==> src/rtl/tlb_pkg.sv <==
package tlb_pkg;
  // Where a lookup found its translation.
  typedef enum logic [1:0] {
    SRC_NONE = 2'd0,
    SRC_CAM  = 2'd1,
    SRC_LAST = 2'd2
  } hit_src_e;
endpackage

==> src/rtl/tlb_tag_cam.sv <==
// Tag store: valid bits, page numbers and address-space tags, with two
// compare ports (one for the lookup key, one for the refill key).
module tlb_tag_cam #(
  parameter int ENTRIES = 16,
  parameter int VPN_W   = 20,
  parameter int ASID_W  = 8,
  parameter int IDX_W   = $clog2(ENTRIES)
) (
  input  logic               clk,
  input  logic               rst,
  input  logic               inv_all,
  input  logic               wr_en,
  input  logic [IDX_W-1:0]   wr_idx,
  input  logic [VPN_W-1:0]   wr_vpn,
  input  logic [ASID_W-1:0]  wr_asid,
  input  logic [VPN_W-1:0]   q_vpn,
  input  logic [ASID_W-1:0]  q_asid,
  input  logic [VPN_W-1:0]   f_vpn,
  input  logic [ASID_W-1:0]  f_asid,
  output logic [ENTRIES-1:0] valid_vec,
  output logic               q_hit,
  output logic [IDX_W-1:0]   q_idx,
  output logic               f_hit,
  output logic [IDX_W-1:0]   f_idx
);
  logic [ENTRIES-1:0] valid_q;
  logic [VPN_W-1:0]   vpn_q  [ENTRIES];
  logic [ASID_W-1:0]  asid_q [ENTRIES];
  logic [ENTRIES-1:0] q_match;
  logic [ENTRIES-1:0] f_match;

  always_ff @(posedge clk) begin
    if (rst || inv_all) begin
      valid_q <= '0;
    end else if (wr_en) begin
      valid_q[wr_idx] <= 1'b1;
    end
  end

  always_ff @(posedge clk) begin
    if (wr_en && !inv_all) begin
      vpn_q[wr_idx]  <= wr_vpn;
      asid_q[wr_idx] <= wr_asid;
    end
  end

  for (genvar g = 0; g < ENTRIES; g++) begin : g_cmp
    assign q_match[g] = valid_q[g] && (vpn_q[g] == q_vpn) && (asid_q[g] == q_asid);
    assign f_match[g] = valid_q[g] && (vpn_q[g] == f_vpn) && (asid_q[g] == f_asid);
  end

  always_comb begin
    q_idx = '0;
    f_idx = '0;
    for (int i = ENTRIES - 1; i >= 0; i--) begin
      if (q_match[i]) q_idx = IDX_W'(i);
      if (f_match[i]) f_idx = IDX_W'(i);
    end
  end

  assign q_hit     = |q_match;
  assign f_hit     = |f_match;
  assign valid_vec = valid_q;

  // refill never creates a second copy of a key
  a_r11_single_match: assert property (@(posedge clk) disable iff (rst)
    $onehot0(q_match));
endmodule

==> src/rtl/tlb_victim_sel.sv <==
// Chooses the entry that a refill writes.
module tlb_victim_sel #(
  parameter int ENTRIES = 16,
  parameter int IDX_W   = $clog2(ENTRIES)
) (
  input  logic [ENTRIES-1:0] valid_vec,
  input  logic [ENTRIES-1:0] used_vec,
  input  logic               key_hit,
  input  logic [IDX_W-1:0]   key_idx,
  output logic [IDX_W-1:0]   victim_idx,
  output logic               clear_used
);
  logic             have_free;
  logic [IDX_W-1:0] free_idx;
  logic             have_cold;
  logic [IDX_W-1:0] cold_idx;

  always_comb begin
    have_free = 1'b0;
    free_idx  = '0;
    have_cold = 1'b0;
    cold_idx  = '0;
    for (int i = ENTRIES - 1; i >= 0; i--) begin
      if (!valid_vec[i]) begin
        have_free = 1'b1;
        free_idx  = IDX_W'(i);
      end
      if (!used_vec[i]) begin
        have_cold = 1'b1;
        cold_idx  = IDX_W'(i);
      end
    end
  end

  always_comb begin
    clear_used = 1'b0;
    if (key_hit)        victim_idx = key_idx;
    else if (have_free) victim_idx = free_idx;
    else if (have_cold) victim_idx = cold_idx;
    else begin
      victim_idx = '0;
      clear_used = 1'b1;
    end
  end
endmodule

==> src/rtl/tlb_ppn_ram.sv <==
// Physical page storage: one write port, registered read port.
module tlb_ppn_ram #(
  parameter int DEPTH = 16,
  parameter int WIDTH = 18,
  parameter int IDX_W = $clog2(DEPTH)
) (
  input  logic             clk,
  input  logic             we,
  input  logic [IDX_W-1:0] waddr,
  input  logic [WIDTH-1:0] wdata,
  input  logic [IDX_W-1:0] raddr,
  output logic [WIDTH-1:0] rdata
);
  logic [WIDTH-1:0] mem [DEPTH];

  always_ff @(posedge clk) begin
    if (we) mem[waddr] <= wdata;
    rdata <= mem[raddr];
  end
endmodule

==> src/rtl/tlb_asid.sv <==
module tlb_asid
  import tlb_pkg::*;
#(
  parameter int ENTRIES = 16,
  parameter int VPN_W   = 20,
  parameter int PPN_W   = 18,
  parameter int ASID_W  = 8
) (
  input  logic              clk,
  input  logic              rst,
  input  logic              lk_valid,
  input  logic [VPN_W-1:0]  lk_vpn,
  input  logic              lk_write,
  input  logic [ASID_W-1:0] cur_asid,
  input  logic              fill_valid,
  input  logic [VPN_W-1:0]  fill_vpn,
  input  logic [ASID_W-1:0] fill_asid,
  input  logic [PPN_W-1:0]  fill_ppn,
  input  logic              fill_writable,
  input  logic              inv_all,
  output logic              rsp_valid,
  output logic              rsp_hit,
  output logic [PPN_W-1:0]  rsp_ppn,
  output logic              rsp_fault,
  output logic              rsp_writable,
  output logic              rsp_dirty,
  output logic              rsp_bypass
);
  localparam int IDX_W = $clog2(ENTRIES);

  logic [ENTRIES-1:0] used_q, dirty_q, wable_q;
  logic [ENTRIES-1:0] cam_valid;
  logic               cam_hit, f_hit, clear_used;
  logic [IDX_W-1:0]   cam_idx, f_idx, victim_idx, sel_idx;

  // last-translation register
  logic              ltr_v, ltr_v_nx;
  logic [VPN_W-1:0]  ltr_vpn, ltr_vpn_nx;
  logic [ASID_W-1:0] ltr_asid, ltr_asid_nx;
  logic [IDX_W-1:0]  ltr_idx, ltr_idx_nx;

  hit_src_e src;
  logic     ltr_hit, hit_any, wr_ok, fault, do_lk, do_fill, touch;

  tlb_tag_cam #(.ENTRIES(ENTRIES), .VPN_W(VPN_W), .ASID_W(ASID_W), .IDX_W(IDX_W)) u_cam (
    .clk(clk), .rst(rst), .inv_all(inv_all),
    .wr_en(do_fill), .wr_idx(victim_idx), .wr_vpn(fill_vpn), .wr_asid(fill_asid),
    .q_vpn(lk_vpn), .q_asid(cur_asid), .f_vpn(fill_vpn), .f_asid(fill_asid),
    .valid_vec(cam_valid), .q_hit(cam_hit), .q_idx(cam_idx),
    .f_hit(f_hit), .f_idx(f_idx)
  );

  tlb_victim_sel #(.ENTRIES(ENTRIES), .IDX_W(IDX_W)) u_vsel (
    .valid_vec(cam_valid), .used_vec(used_q),
    .key_hit(f_hit), .key_idx(f_idx),
    .victim_idx(victim_idx), .clear_used(clear_used)
  );

  tlb_ppn_ram #(.DEPTH(ENTRIES), .WIDTH(PPN_W), .IDX_W(IDX_W)) u_ram (
    .clk(clk), .we(do_fill), .waddr(victim_idx), .wdata(fill_ppn),
    .raddr(sel_idx), .rdata(rsp_ppn)
  );

  // lookup decode
  assign ltr_hit = ltr_v && (ltr_vpn == lk_vpn) && (ltr_asid == cur_asid);

  always_comb begin
    if (ltr_hit)      src = SRC_LAST;
    else if (cam_hit) src = SRC_CAM;
    else              src = SRC_NONE;
  end

  assign sel_idx = (src == SRC_LAST) ? ltr_idx : cam_idx;
  assign hit_any = (src != SRC_NONE);
  assign wr_ok   = wable_q[sel_idx];
  assign fault   = lk_write && !wr_ok;
  assign do_lk   = lk_valid && !inv_all;
  assign do_fill = fill_valid && !inv_all;
  assign touch   = do_lk && hit_any && !fault;

  // next value of the last-translation register
  always_comb begin
    ltr_v_nx    = ltr_v;
    ltr_vpn_nx  = ltr_vpn;
    ltr_asid_nx = ltr_asid;
    ltr_idx_nx  = ltr_idx;
    if (touch) begin
      ltr_v_nx    = 1'b1;
      ltr_vpn_nx  = lk_vpn;
      ltr_asid_nx = cur_asid;
      ltr_idx_nx  = sel_idx;
    end
    if (do_fill && ltr_v_nx && (ltr_idx_nx == victim_idx) &&
        !((ltr_vpn_nx == fill_vpn) && (ltr_asid_nx == fill_asid))) begin
      ltr_v_nx = 1'b0;
    end
    if (inv_all) ltr_v_nx = 1'b0;
  end

  always_ff @(posedge clk) begin
    if (rst) begin
      ltr_v    <= 1'b0;
      ltr_vpn  <= '0;
      ltr_asid <= '0;
      ltr_idx  <= '0;
    end else begin
      ltr_v    <= ltr_v_nx;
      ltr_vpn  <= ltr_vpn_nx;
      ltr_asid <= ltr_asid_nx;
      ltr_idx  <= ltr_idx_nx;
    end
  end

  // per-entry status bits
  always_ff @(posedge clk) begin
    if (rst) begin
      used_q  <= '0;
      dirty_q <= '0;
      wable_q <= '0;
    end else if (inv_all) begin
      used_q <= '0;
    end else begin
      if (touch) begin
        used_q[sel_idx] <= 1'b1;
        if (lk_write) dirty_q[sel_idx] <= 1'b1;
      end
      if (do_fill) begin
        if (clear_used) used_q <= '0;
        used_q[victim_idx]  <= 1'b1;
        dirty_q[victim_idx] <= 1'b0;
        wable_q[victim_idx] <= fill_writable;
      end
    end
  end

  // registered response
  always_ff @(posedge clk) begin
    if (rst) begin
      rsp_valid    <= 1'b0;
      rsp_hit      <= 1'b0;
      rsp_fault    <= 1'b0;
      rsp_writable <= 1'b0;
      rsp_dirty    <= 1'b0;
      rsp_bypass   <= 1'b0;
    end else begin
      rsp_valid    <= lk_valid;
      rsp_hit      <= do_lk && hit_any;
      rsp_fault    <= do_lk && hit_any && fault;
      rsp_writable <= do_lk && hit_any && wr_ok;
      rsp_dirty    <= do_lk && hit_any && (dirty_q[sel_idx] || (lk_write && wr_ok));
      rsp_bypass   <= do_lk && (src == SRC_LAST);
    end
  end

  // one response per lookup, one cycle later
  a_r2_rsp_follows: assert property (@(posedge clk) disable iff (rst)
    lk_valid |=> rsp_valid);
  a_r2_no_spurious: assert property (@(posedge clk) disable iff (rst)
    !lk_valid |=> !rsp_valid);
  // permitted write hit leaves the entry dirty
  a_r7_dirty_set: assert property (@(posedge clk) disable iff (rst)
    (lk_valid && !inv_all && !fill_valid && hit_any && lk_write && wr_ok)
    |=> dirty_q[$past(sel_idx)]);
  // faulting write touches no state
  a_r8_fault_no_change: assert property (@(posedge clk) disable iff (rst)
    (lk_valid && !inv_all && !fill_valid && hit_any && fault)
    |=> ($stable(dirty_q) && $stable(used_q) && $stable(ltr_v) && $stable(ltr_idx)));
  a_r8_fault_is_hit: assert property (@(posedge clk) disable iff (rst)
    rsp_fault |-> rsp_hit);
  // bypass responses are hits
  a_r9_bypass_is_hit: assert property (@(posedge clk) disable iff (rst)
    rsp_bypass |-> rsp_hit);
  // full wrap leaves only the refilled entry marked
  a_r6_wrap_clears: assert property (@(posedge clk) disable iff (rst)
    (do_fill && !f_hit && (&cam_valid) && (&used_q)) |=> (used_q == ENTRIES'(1)));
  // invalidate-all empties the table in one cycle
  a_r10_inv_clears: assert property (@(posedge clk) disable iff (rst)
    inv_all |=> ((cam_valid == '0) && !ltr_v));
  // bypass register only ever names a live entry
  a_r12_ltr_live: assert property (@(posedge clk) disable iff (rst)
    ltr_v |-> cam_valid[ltr_idx]);
endmodule

==> config.mk <==
export PLATFORM = sky130hd
export DESIGN_NAME = tlb_asid
export DESIGN_NICKNAME = d
export VERILOG_FILES = /design/src/rtl/tlb_pkg.sv /design/src/rtl/tlb_tag_cam.sv /design/src/rtl/tlb_victim_sel.sv /design/src/rtl/tlb_ppn_ram.sv /design/src/rtl/tlb_asid.sv
export SDC_FILE = /design/constraint.sdc
export NUM_CORES = 2
export LEC_CHECK = 0
export BUFFER_PORTS_ARGS = -buffer_cell sky130_fd_sc_hd__buf_2
export CAP_MARGIN = 40
export CORE_UTILIZATION = 35
export CTS_BUF_LIST = sky130_fd_sc_hd__clkbuf_2 sky130_fd_sc_hd__clkbuf_4 sky130_fd_sc_hd__clkbuf_8
export DETAILED_ROUTE_END_ITERATION = 16
export RECOVER_POWER = 100
export SETUP_SLACK_MARGIN = 0.02
export SYNTH_ARGS = -nofsm -noshare
export SYNTH_HDL_FRONTEND = slang
export SYNTH_HIERARCHICAL = 1
export SYNTH_SLANG_ARGS = --single-unit
export TNS_END_PERCENT = 10
==> constraint.sdc <==
create_clock -name clk -period 5.8 [get_ports clk]
set_clock_uncertainty 0.1 [all_clocks]
set_input_delay 0 -clock clk [delete_from_list [all_inputs] [get_ports clk]]
set_output_delay 0 -clock clk [all_outputs]
set_load 0.05 [all_outputs]
# ---- Word-level counts from Yosys, hierarchy flattened
# Memories as Yosys holds them, arrays and structs flattened. A register that Yosys moved wholly into a read port is not among the register bits.
# Index checks and enable logic that the tools add are counted.
dict set report totals {
  output_inout_bits 24
  memories 3
  ramBits 736
  reg_bits 103
}
# memory words word_bits read_ports rd_clocked_by_memory_dff write_ports line
set memory_table {}
lappend memory_table {u_cam.vpn_q 16 20 16 0 1 tlb_tag_cam.sv:27} ;# logic [VPN_W-1:0] vpn_q [ENTRIES];
lappend memory_table {u_ram.mem 16 18 1 1 1 tlb_ppn_ram.sv:14} ;# logic [WIDTH-1:0] mem [DEPTH];
lappend memory_table {u_cam.asid_q 16 8 16 0 1 tlb_tag_cam.sv:28} ;# logic [ASID_W-1:0] asid_q [ENTRIES];
dict set report op_classes {
  n_bitwise 7
  muxes 133
  reduce_logical 95
  order_cmp 4
  eq_ne 70
}
# operator n
set op_table {}
lappend op_table {{$eq A20 B20 Y1} 34}
lappend op_table {{$mux W4} 69}
lappend op_table {{$eq A8 B8 Y1} 34}
lappend op_table {{$mux W16} 11}
lappend op_table {{$logic_and A1 B1 Y1} 83}
lappend op_table {{$or A16 B16 Y16} 4}
lappend op_table {{$mux W1} 45}
lappend op_table {{$reduce_or A16 Y1} 2}
lappend op_table {{$mux W20} 1}
lappend op_table {{$and A16 B16 Y16} 1}
lappend op_table {{$bwmux W16} 1}
lappend op_table {{$not A16 Y16} 1}
lappend op_table {{$lt A4 B5 Y1 const B} 2}
lappend op_table {{$bmux W1 S4} 2}
lappend op_table {{$demux W1 S4} 2}
lappend op_table {{$ge A4 B1 Y1 const B} 2}
lappend op_table {{$mux W8} 1}
lappend op_table {{$eq A4 B4 Y1} 1}
lappend op_table {{$logic_not A1 Y1} 4}
lappend op_table {{$reduce_or A3 Y1} 1}
lappend op_table {{$eq A2 B2 Y1 const B} 1}
lappend op_table {{$logic_or A1 B1 Y1} 2}
lappend op_table {{$mux W2} 1}
lappend op_table {{$reduce_and A2 Y1} 1}
lappend op_table {{other kinds (3)} 3}

# ---- Depth between registers and ports, before layout
# An unclocked memory read counts as a cell.
dict set report depth {
  word_depth 34
  mapped_depth 22
  mapped_depth_nobuf 19
}

# ---- Hierarchy
# The synthesis kept the hierarchy.
# module n_inst area_per_inst_um2 cells_each
set modules_own_cells {}
lappend modules_own_cells {tlb_tag_cam 1 24815.0 1930}
lappend modules_own_cells {tlb_ppn_ram 1 11323.4 482}
lappend modules_own_cells {tlb_asid 1 4972.3 610}
lappend modules_own_cells {tlb_victim_sel 1 426.7 74}

# ---- Worst setup path before layout
# No wires, ideal clock.
dict set report synth_timing {
  path_kind {input-to-reg}
  start {input fill_vpn[17]}
  end {memory u_cam.asid_q[10][0] (enable)}
  setup_slack_ns 0.834
  path_stages 19
  required_ns 5.287
  path_buffers 4
  setup_time_ns 0.413
  arrival_time_ns 4.453
  path_cell_list {clkbuf_1 buf_2 xor2_1 nor4_1 nand3_1 nor3_1 nand4_1 nand4_1 nor2_1 nand2_1 clkbuf_1 nor3_1 and4_4 nand2_1 o211ai_1 clkbuf_1 nor2b_1 nand2b_1 nor2_1}
}
# item line
set synth_rtl {}
lappend synth_rtl {{start: declaration} tlb_asid.sv:16} ;# input logic [VPN_W-1:0] fill_vpn,
lappend synth_rtl {{$eq A20 B20 Y1} tlb_tag_cam.sv:49} ;# assign f_match[g] = valid_q[g] && (vpn_q[g] == f_vpn) && (asid_q[g] == f_asid);
lappend synth_rtl {{$logic_and A1 B1 Y1 (2 in series)} tlb_tag_cam.sv:49}
lappend synth_rtl {{$reduce_or A16 Y1 *} tlb_tag_cam.sv:62} ;# assign f_hit = |f_match;
lappend synth_rtl {{net f_hit} tlb_asid.sv:33} ;# logic cam_hit, f_hit, clear_used;
lappend synth_rtl {{$mux W4 *} tlb_victim_sel.sv:37} ;# if (key_hit) victim_idx = key_idx;
lappend synth_rtl {{net victim_idx[1]} tlb_asid.sv:34} ;# logic [IDX_W-1:0] cam_idx, f_idx, victim_idx, sel_idx;
lappend synth_rtl {{end: declaration} tlb_tag_cam.sv:28}
# The timed path passes the listed nets; every way through them passes the cells marked *.

# ---- Worst setup path after layout
dict set report layout_timing {
  start {input fill_vpn[15]}
  end {memory u_cam.asid_q[0][6] (enable)}
}
# The elaborated chain is that of the path after synthesis.

==> results by group <==
Status
  – Status: finished, violations left
  – Violated checks: max-capacitance violations, max-slew violations

Routing
  – DRC errors left: 0
  – Via-to-Cell Ratio: 5.48
  – Vias: 28200
  – Drt pass-1 iters: 8
  – Initial drt markers: 3163
  – Antenna Nets Post-Route: 0
  – DR WL/cell: 27.2 µm
  – WL final: 140000 µm

Synthesis
  – Ys flop type: edfxtp_1
  – Post-synth net total: 3177
  – Synth cell types: 73
  – Register area share after synthesis: 59.0%
  – Share of the synthesized area in the top cell type: 53.2%
  – Synth Cell Area: 0.0415 mm²
  – Post-Syn Instances: 3096
  – Top cells by area, synth: edfxtp_1 (53%), xnor2_1 (12%), xor2_1 (8.6%)
  – Leading area contributor after synthesis: edfxtp_1
  – Ys Warns: 6
  – Synth Register Bits: 857
  – Post-synth EDFFs: 736
  – Synth Area per Inst: 13.4 µm²
  – FFs w/ async S/R, synth: 0%

Min path
  – Worst hold path type: in -> reg

Setup path
  – Critical Path Start Type: input pin
  – WP data required: 6.13 ns
  – Crit path max fanout: 26
  – Crit path DAT: 6.07 ns
  – CP endpoint kind: flip-flop
  – WS Path Type: in -> reg

Power
  – Net Switching: 3320 µW
  – Power Internal: 10200 µW
  – Sw frac: 24.5%
  – Comb power frac: 7.6%
  – Clock Power Share: 42.9%
  – Pwr Density: 278 mW/mm²
  – Static Leakage: 0.0156 µW
  – Worst ir drop on vdd: 212 µV
  – Seq pwr share: 49.6%

Global routing
  – Vias in the first global route: 27800
  – Pin count of the biggest net entering global routing: 82
  – Aggregate global-route resource usage: 22.9%
  – First-pass GRT wire length: 198000 µm
  – Remaining Overflow, GRT: 0
  – Antenna violations before repair: 2

STA
  – # setup viols final: 0
  – Total Neg Setup Slack: 0 ns
  – Transition time of the tightest slew-check pin: 1.50 ns
  – RSZ-0062 raised after global routing: false
  – FMAX: 174 MHz
  – Slack of the critical path: 0.0676 ns
  – Fin crit share: 98.8%
  – Slew HR: -0.236%
  – Min cycle time layout: 5.73 ns
  – Slew Viols, Final: 13
  – Final Hold Viols: 0

CTS
  – Clk_lat worst skew: 0.85 ns
  – Total CTS buffers: 149
  – CTS tree: built
  – Worst-path clk slew: 0.06 ns
  – Clock buffer depth: 3
  – CTS root buf: clkbuf_8
  – # Post-CTS Setup Buffers: 0
  – Clk sinks: 857
  – H-tree Lvls: 4

Layout
  – NumNets Final: 3569
  – Area grow syn2layout: 17.3%
  – Layout cells sized above 1: 15.8%
  – Most frequent cells in the layout: edfxtp_1 (736), xnor2_1 (557), xor2_1 (407)
  – Most common cell after layout, fill and taps aside: edfxtp_1

Die
  – IO Count: 105
  – Row count: 126
  – Die Span Y: 346 µm
  – Die area: 0.120 mm²
  – Core footprint: 0.118 mm²
  – Initial core utilization: 35.2%
  – Chip width: 346 µm

Placed design
  – Number of buffers added on ports: 104
  – Worst slack, placed: 0.596 ns
  – Post-detail-place hpwl: 90000 µm
  – RePlAce Congestion: 0.952

Flow run
  – Max-cap violation count: 1
-- cells in the mapped netlist (all sizes together), types with 12 or more instances --
cell and count:
a211oi 17, a21oi 77, a22oi 42, a31oi 12
buf 134, clkbuf 42, dfxtp 121, edfxtp 736
inv 31, mux2i 39, mux4 72, nand2 126
nand2b 18, nand3 49, nand4 172, nor2 132
nor3 35, nor4 133, o21ai 30, xnor2 557
xor2 407
-- logic make-up (layout without fill, tap and decap cells) --
| logic type | count (synthesis) | count (layout) | synth area share (%) |
|---|---|---|---|
| xor gates and xnor gates | 964 | 964 | 20.3 |
| DFF | 857 | 857 | 59.0 |
| and+or+nand+nor | 724 | 724 | 9.34 |
| AOI/OAI and AO/OA | 233 | 233 | 3.76 |
| buffers and inverters | 207 | 715 | 2.45 |
| muxes | 111 | 111 | 5.08 |
| other | 0 | 2 | 0 |
-- final timing paths --
| check | start | to | slack, ns | cells past startpoint |
|---|---|---|---|---|
| worst max-delay path | fill_vpn[15] | u_cam/asid_q[0][6]$_DFFE_PP_ | 0.07 | 17 |
| worst min-delay path | cur_asid[4] | ltr_asid[4]$_SDFF_PP0_ | 0.09 | 5 |
| worst max register to register | u_cam/asid_q[14][4]$_DFFE_PP_ | ltr_v$_SDFF_PP0_ | 0.21 | 19 |
| worst min register to register | wable_q[8]$_SDFFE_PP0P_ | wable_q[8]$_SDFFE_PP0P_ | 0.37 | 2 |
-- stage by stage --
stage | cell area, µm² | utilization [%] | cells | total power (µW) | hold slack [ns]
finish | 48700 | 41.3 | 5142 | 13600 | 0.0894
global route | 48700 | 41.3 | 5142 | 13900 | 0.0607
CTS | 49100 | 41.6 | 5140 | 13700 | 0.00286
detailed placement | 44900 | 38.1 | 4763 | 7800 | 0.236
global placement | 44900 | 38.1 | 4760 | 7800 | 0.226
floorplan | 41500 | - | 3096 | 7340 | -0.00113
-- final cells by class --
type | count | area [µm²]
fillers | 11000 | 69200
clock inverters | 41 | 328
repair buffers | 417 | 3020
well taps | 1536 | 1920
inverters | 31 | 120
flip-flops and latches | 857 | 24500
clock buffers | 226 | 2760
multi-input cells | 2032 | 16000
diodes | 2 | 5.00
-- sequential cells by signal, indices dropped and copies added, names as in the netlist --
signal           count
dirty_q             16
ltr_asid             8
ltr_idx              4
ltr_v                1
ltr_vpn             20
rsp_bypass           1
rsp_dirty            1
rsp_fault            1
rsp_hit              1
rsp_valid            1
rsp_writable         1
u_cam/asid_q       128
u_cam/valid_vec     16
u_cam/vpn_q        320
u_ram/mem          288
u_ram/rdata         18
used_q              16
wable_q             16
-- what timing repair did --
action                                  CTS  global route
resized for setup                         0             2
hold buffers                            110             0
hold endpoints to repair                834             0
endpoints found under the setup margin    0             1
-- power by group through the flow --
stage               sequential (µW)  clock (µW)  combinational (µW)
global route                   6710        6180                1060
global placement               6840           0                 954
CTS                            6720        5930                1020
detailed placement             6840           0                 954
finish                         6720        5810                1030
floorplan                      6860           0                 480
-- critical path: stages --
cell and delay [ns]:
dlygate4sd3_1 0.53, clkbuf_1 0.87, clkbuf_1 0.74, xor2_1 0.14, nor4_1 0.36, nand4_1 0.41
nand4_1 0.32, nor2_1 0.07, nand2_1 0.27, nor3_1 0.16, and4_4 0.21, nand2_1 0.06
o211ai_1 0.11, clkbuf_1 0.25, or3_1 0.61, nor2_1 0.30, clkbuf_2 0.64
-- routing by layer --
metal | vias up | global-route usage [%] | share of wire, %
met2 | 1498 | 36.2 | 46
met4 | 2 | 9.81 | 4.2
met5 | - | 0 | 0.0086
met3 | 299 | 4.64 | 8.4
met1 | 14200 | 30.3 | 41
li1 | 12200 | - | -
No activity file was read; power rests on OpenSTA's default activity.
